$ cat src/rtl/evt_framer_pkg.sv
package evt_framer_pkg;

   typedef enum logic [1:0] {
      ST_IDLE = 2'd0,
      ST_DATA = 2'd1,
      ST_EXT  = 2'd2
   } fr_state_t;

   typedef enum logic [1:0] {
      OUT_IDLE = 2'd0,
      OUT_HDR  = 2'd1,
      OUT_DATA = 2'd2,
      OUT_EXT  = 2'd3
   } out_sel_t;

endpackage

$ cat src/rtl/evt_framer_hdr.sv
module evt_framer_hdr #(
   parameter int WORD_W = 16,
   parameter int ID_W   = 4,
   parameter int ERR_W  = 3,
   parameter int BC_W   = 8
) (
   input  logic [ID_W-1:0]   mod_id,
   input  logic [ERR_W-1:0]  err_flags,
   input  logic [BC_W-1:0]   bc_count,
   input  logic              underrun,
   output logic [WORD_W-1:0] hdr_word
);
   localparam int UPPER_W = ID_W + ERR_W + 1;

   generate
      if (UPPER_W + BC_W != WORD_W) begin : g_bad_layout
         $error("status word fields do not fill WORD_W");
      end
   endgenerate

   always_comb begin
      hdr_word = {mod_id, err_flags, underrun, bc_count};
   end
endmodule

$ cat src/rtl/evt_framer_seq.sv
module evt_framer_seq
   import evt_framer_pkg::*;
#(
   parameter int N_WIDE   = 12,
   parameter int N_NARROW = 8
) (
   input  logic     clk,
   input  logic     rst_n,
   input  logic     cfg_wide,
   input  logic     sof,
   input  logic     din_valid,
   output logic     din_ready,
   output out_sel_t sel,
   output logic     underrun,
   output logic     last_beat
);
   localparam int N_MAX = (N_WIDE > N_NARROW) ? N_WIDE : N_NARROW;
   localparam int CNT_W = $clog2(N_MAX + 1);

   fr_state_t        state;
   logic [CNT_W-1:0] cnt;
   logic [CNT_W-1:0] n_last;
   logic             pend;
   logic             start;
   logic             acc;

   always_comb begin
      din_ready = (state == ST_DATA);
      acc       = din_ready && din_valid;
      last_beat = acc && (cnt == n_last);
      start     = (state == ST_IDLE) && (sof || pend);
      unique case (state)
         ST_IDLE: sel = start ? OUT_HDR : OUT_IDLE;
         ST_DATA: sel = acc ? OUT_DATA : OUT_EXT;
         default: sel = OUT_EXT;
      endcase
   end

   always_ff @(posedge clk) begin
      if (!rst_n) begin
         state    <= ST_IDLE;
         cnt      <= '0;
         n_last   <= '0;
         pend     <= 1'b0;
         underrun <= 1'b0;
      end else begin
         unique case (state)
            ST_IDLE: if (start) state <= ST_DATA;
            ST_DATA: if (last_beat) state <= ST_EXT;
            default: state <= ST_IDLE;
         endcase

         if (start) begin
            cnt    <= '0;
            n_last <= cfg_wide ? CNT_W'(N_WIDE - 1) : CNT_W'(N_NARROW - 1);
         end else if (acc) begin
            cnt <= cnt + 1'b1;
         end

         if (start) pend <= 1'b0;
         else if (sof) pend <= 1'b1;

         if (start) underrun <= 1'b0;
         else if (din_ready && !din_valid) underrun <= 1'b1;
      end
   end

   assert_len_R3: assert property (@(posedge clk) disable iff (!rst_n)
      acc |-> (cnt <= n_last));

   assert_pend_idle_R9: assert property (@(posedge clk) disable iff (!rst_n)
      (state == ST_IDLE && pend) |=> (state == ST_DATA));
endmodule

$ cat src/rtl/evt_framer_out.sv
module evt_framer_out
   import evt_framer_pkg::*;
#(
   parameter int WORD_W = 16
) (
   input  logic              clk,
   input  logic              rst_n,
   input  out_sel_t          sel,
   input  logic [WORD_W-1:0] hdr_word,
   input  logic [WORD_W-1:0] din,
   output logic [WORD_W-1:0] txd,
   output logic              tx_en,
   output logic              tx_er
);
   always_ff @(posedge clk) begin
      if (!rst_n) begin
         txd   <= '0;
         tx_en <= 1'b0;
         tx_er <= 1'b0;
      end else begin
         unique case (sel)
            OUT_HDR:  begin txd <= hdr_word; tx_en <= 1'b1; tx_er <= 1'b0; end
            OUT_DATA: begin txd <= din;      tx_en <= 1'b1; tx_er <= 1'b0; end
            OUT_EXT:  begin txd <= '0;       tx_en <= 1'b0; tx_er <= 1'b1; end
            default:  begin txd <= '0;       tx_en <= 1'b0; tx_er <= 1'b0; end
         endcase
      end
   end

   assert_no_en_er_R6: assert property (@(posedge clk) disable iff (!rst_n)
      !(tx_en && tx_er));
endmodule

$ cat src/rtl/evt_framer.sv
module evt_framer
   import evt_framer_pkg::*;
#(
   parameter int WORD_W   = 16,
   parameter int ID_W     = 4,
   parameter int ERR_W    = 3,
   parameter int BC_W     = 8,
   parameter int N_WIDE   = 12,
   parameter int N_NARROW = 8
) (
   input  logic              clk,
   input  logic              rst_n,
   input  logic              cfg_wide,
   input  logic [ID_W-1:0]   mod_id,
   input  logic [ERR_W-1:0]  err_flags,
   input  logic [BC_W-1:0]   bc_count,
   input  logic              sof,
   input  logic [WORD_W-1:0] din,
   input  logic              din_valid,
   output logic              din_ready,
   output logic [WORD_W-1:0] txd,
   output logic              tx_en,
   output logic              tx_er
);
   generate
      if (N_NARROW < 1 || N_WIDE < 1) begin : g_bad_len
         $error("frame lengths must be at least one word");
      end
   endgenerate

   out_sel_t          sel;
   logic              underrun;
   logic              last_beat;
   logic [WORD_W-1:0] hdr_word;

   evt_framer_hdr #(
      .WORD_W(WORD_W), .ID_W(ID_W), .ERR_W(ERR_W), .BC_W(BC_W)
   ) u_hdr (
      .mod_id(mod_id), .err_flags(err_flags), .bc_count(bc_count),
      .underrun(underrun), .hdr_word(hdr_word)
   );

   evt_framer_seq #(
      .N_WIDE(N_WIDE), .N_NARROW(N_NARROW)
   ) u_seq (
      .clk(clk), .rst_n(rst_n), .cfg_wide(cfg_wide), .sof(sof),
      .din_valid(din_valid), .din_ready(din_ready), .sel(sel),
      .underrun(underrun), .last_beat(last_beat)
   );

   evt_framer_out #(
      .WORD_W(WORD_W)
   ) u_out (
      .clk(clk), .rst_n(rst_n), .sel(sel), .hdr_word(hdr_word), .din(din),
      .txd(txd), .tx_en(tx_en), .tx_er(tx_er)
   );

   assert_ext_after_last_R5: assert property (@(posedge clk) disable iff (!rst_n)
      last_beat |=> ##1 (tx_er && !tx_en));

   assert_underrun_ext_R7: assert property (@(posedge clk) disable iff (!rst_n)
      (din_ready && !din_valid) |=> (tx_er && !tx_en));

   assert_hdr_gap_R5: assert property (@(posedge clk) disable iff (!rst_n)
      (sel == OUT_HDR) |-> !tx_en);

   assert_hdr_ctl_R2: assert property (@(posedge clk) disable iff (!rst_n)
      (sel == OUT_HDR) |=> (tx_en && !tx_er));
endmodule

$ cat config.mk
export PLATFORM = sky130hd
export DESIGN_NAME = evt_framer
export DESIGN_NICKNAME = d
export VERILOG_FILES = /design/src/rtl/evt_framer_pkg.sv /design/src/rtl/evt_framer_hdr.sv /design/src/rtl/evt_framer_seq.sv /design/src/rtl/evt_framer_out.sv /design/src/rtl/evt_framer.sv
export SDC_FILE = /design/constraint.sdc
export NUM_CORES = 1
export LEC_CHECK = 0
export BUFFER_PORTS_ARGS = -buffer_cell sky130_fd_sc_hd__buf_2
export CAP_MARGIN = 25
export CORE_MARGIN = 3
export CORE_UTILIZATION = 34
export DETAILED_ROUTE_END_ITERATION = 8
export RECOVER_POWER = 50
export SYNTH_ARGS = -nofsm -noshare
export SYNTH_HDL_FRONTEND = slang
export SYNTH_SLANG_ARGS = --single-unit
$ cat constraint.sdc
create_clock -name clk -period 4.47 [get_ports clk]
set_clock_uncertainty 0.15 [all_clocks]
set_input_delay 0.2235 -clock clk [delete_from_list [all_inputs] [get_ports clk]]
set_output_delay 0.2235 -clock clk [all_outputs]
set_load 0.01 [all_outputs]
==> results.md <==
- The worst-case IR drop observed on VDD is about 0.18 mV.
- The instance count of the mapped netlist is 118.
- The final weighted congestion in routability-driven placement is 0.754.
- The tree is rooted in a clkbuf_4.
- The multi-input combinational cells in the finished layout cover a total of approximately 470 µm².
- Setup repair after global routing left no endpoint under its margin.
- Gates resized during post-CTS repair numbered 0.
- Setup violations remaining at the end of the flow were counted as 0.
- The signal on the critical path passes through or2_0 -> inv_1 -> a21boi_0 -> ha_1 -> a22oi_1 -> dlygate4sd3_1 -> nor2_1.
- The number of inserted diodes is 0.
- The insertion delay of the later-clocked pin in the worst-skew pair is slightly above 300 ps.
- The pre-antenna-repair detailed-routing pass consisted of 5 iterations.
- The initial cell density of the core is a little over a third.
- The overall routed net length is roughly 2.6 mm.
- Counting flops with an async set or reset pin after synthesis yields a share of 0%.
- In the routed layout, each cell is associated on average with a via count of about 4.6.
- The critical path is of the reg2reg type.
- The total non-filler cell area in the finished layout is 1560 µm².
- The total count of hold-check failures in the final report is 0.
- The clock passes through at most 2 buffers.
- The delay contributed by the slowest stage of the critical path is around 590 ps.
- The area of the placeable core is slightly above 3000 µm².
- For this design the ratio of total power to cell area is 362 nW/µm².
- Detailed placement ended at an HPWL of ~1.9 mm.
- At the pin with the least slew margin, the transition time is between 700 and 800 ps.
- The total number of vias is around 1,100.
- The count of unique library cells instantiated by Yosys is 23.
- The total number of placement rows is 20.
- The total of warnings raised by yosys is 0.
- After clock tree synthesis, the clock-pin slew on the worst setup and hold paths is ~80 ps.
- The fraction of layout instances using a drive strength above 1 is between 20% and 30%.
- The worst pin sits at a relative slew slack of ~52%.
- The die footprint is ~4000 µm².
- The data arrival time of the critical path is 2850 ps.
- The pin count of the biggest net entering global routing is 18.
- STA classifies the critical path startpoint as a flip-flop.
- The path type of the worst min-delay path is in2reg.
- The register area is 581 µm².
- The number of clock buffers added by TritonCTS is 5.
- In the final design database the tool counted 226 nets.
- In the routed design, unresolved DRC markers number 0.
- The global-route total usage across every layer is 14.4%.
- The count of buffers added on input and output ports is 54.
- Along the worst path, the maximum fanout reaches 16.
- The minimum setup slack after placement is ~2300 ps.
- The initial antenna violation count is 0.
- Global routing finished with a remaining overflow of 0.
- Counting tap cells, the placed design contains a total of 210 instances.
- The placed standard-cell area is 1400 µm².
- The slowest cell on the critical path is ha_1.
- The aggregate negative setup slack is 0 ps.
- The count of cells in the finished layout, fillers not included, comes to 230.
- Setup slack closes at about 1700 ps.
- Counting flops with a built-in enable in the synthesized netlist gives 0.
- The achievable frequency is 364 MHz.
- The number of ports placed on the die boundary is 55.
- Summing every instance area after synthesis gives approximately 1100 µm².
- The H-tree level count is 2.
- The per-instance average area after synthesis is roughly 9.4 µm².
- The post-route antenna net violation count is 0.
- The layout overhead on the synthesized area is 41.4%.
- The analysis attributes to cell leakage a power of ~0.69 nW.
- STA puts the critical path data required time at between 4000 and 5000 ps.
- The count of filler cells inserted in the layout is about 310.
- The floorplan step set the die height to about 63 µm.
- The die extent in x is between 60 and 70 µm.
- The count of max-cap constraint violations is 0.
- The total nets after synthesis is between 150 and 200.
- For the finished layout, the period the worst path requires is approximately 2700 ps.
- The most frequently used flop master after synthesis is dfxtp_1.
- The worst slack on hold paths is about 11 ps.
- The number of global-route vias before repair is 1,045.
- The synthesis-stage register bit count is 29.
- The fraction of the yosys area taken by sequential cells is between 50 and 60%.
- The first global-routing pass estimated around 4.5 mm of wire.
- The run finished with clean final reports.
- Leaving out fill and tap cells, the most frequent cell in the layout is buf_2.
- TritonCTS built the clock tree.
- The max-slew violation count is 0.
- The DRC violation total after the first TritonRoute iteration is 29.
- The nature of the critical path endpoint is a flip-flop.
- Of the available clock period, the critical path in the final layout requires slightly above 60%.
- The clock drives 29 sinks.
- In the layout the commonest cells are 36 x buf_2, 29 x dfxtp_1, 22 x nor2_1.
- Dividing the detail-routed wire length by the instance count gives between 10 and 15 µm.
## stage by stage
step | utilization (%) | power, mW
2_1_floorplan | - | 0.369
3_3_place_gp | 45.5 | 0.409
3_5_place_dp | 45.5 | 0.413
4_1_cts | 51.2 | 0.577
5_1_grt | 50.8 | 0.605
6_report | 50.8 | 0.565
## final timing paths
path                                 startpoint  cells after the start  slack [ps]               to
worst max-delay path             u_seq.state[1]                      7        1720     u_out.txd[2]
worst min-delay path                    din[14]                      3          10    u_out.txd[14]
worst max register to register   u_seq.state[1]                      7        1720     u_out.txd[2]
worst min register to register  u_seq.n_last[1]                      2         310  u_seq.n_last[1]
## report_power, final
| part | total (mW) | internal [mW] | switching (mW) |
|---|---|---|---|
| registers | 0.288 | 0.280 | 0.00839 |
| logic | 0.123 | 0.0532 | 0.0700 |
| clock network | 0.153 | 0.0741 | 0.0794 |
## sequential cells by signal, summed over array words and instances (netlist names)
signal and count:
u_seq.pend 1, u_out.tx_er 1, u_seq.underrun 1, u_out.txd 16, u_out.tx_en 1, u_seq.n_last 3, u_seq.state 2, u_seq.cnt 4
## area by class of cell
type | count | area share [%]
clock buffers | 7 | 3.52
multi-input cells | 76 | 29.9
well taps | 44 | 3.52
flip-flops and latches | 29 | 37.1
repair buffers | 67 | 24.2
inverters | 7 | 1.68
## timing repair
action,4_1_cts,5_1_grt
buffers inserted,0,0
hold buffers,12,1
hold endpoints to repair,11,1
## worst max-delay path, delay by kind of cell (launching register included)
family | cells | cell delay, ps
DFF | 1 | 380
buffers and inverters | 2 | 730
adders and majority gates | 1 | 590
and+or+nand+nor | 2 | 370
AOI/OAI and AO/OA | 2 | 460
## metal layers
layer / share of wire (%) / global-route usage (%) / vias up
met5: 0 / 0 / -
met1: 40 / 15.7 / 488
li1: - / - / 541
met3: 6.4 / 5.94 / 4
met2: 52 / 25.2 / 32
met4: 1.2 / 4.13 / 0
## cell families after synthesis
group | after synthesis | share of synthesized area, %
buffers and inverters | 13 | 5.10
AND/OR/NAND/NOR | 38 | 16.5
adder cells (fa/ha/maj) | 4 | 4.53
XOR/XNOR | 4 | 3.17
AO/OA/AOI/OAI | 30 | 18.1
flip-flops | 29 | 52.5
## Yosys cell counts, drive strengths merged (2+ instances only)
| cell type | count | area [µm²] |
|---|---|---|
| nand3b | 2 | 15.0 |
| dfxtp | 29 | 581 |
| clkbuf | 5 | 18.8 |
| nor2 | 22 | 82.6 |
| a22oi | 16 | 120 |
| inv | 7 | 26.3 |
| ha | 4 | 50.1 |
| o21ai | 5 | 25.0 |
| or3 | 3 | 18.8 |
| xor2 | 4 | 35.0 |
| a21oi | 6 | 30.0 |
| nand3 | 3 | 15.0 |
| nand2 | 3 | 11.3 |
Note: power is estimated with default switching activity, not from simulation.
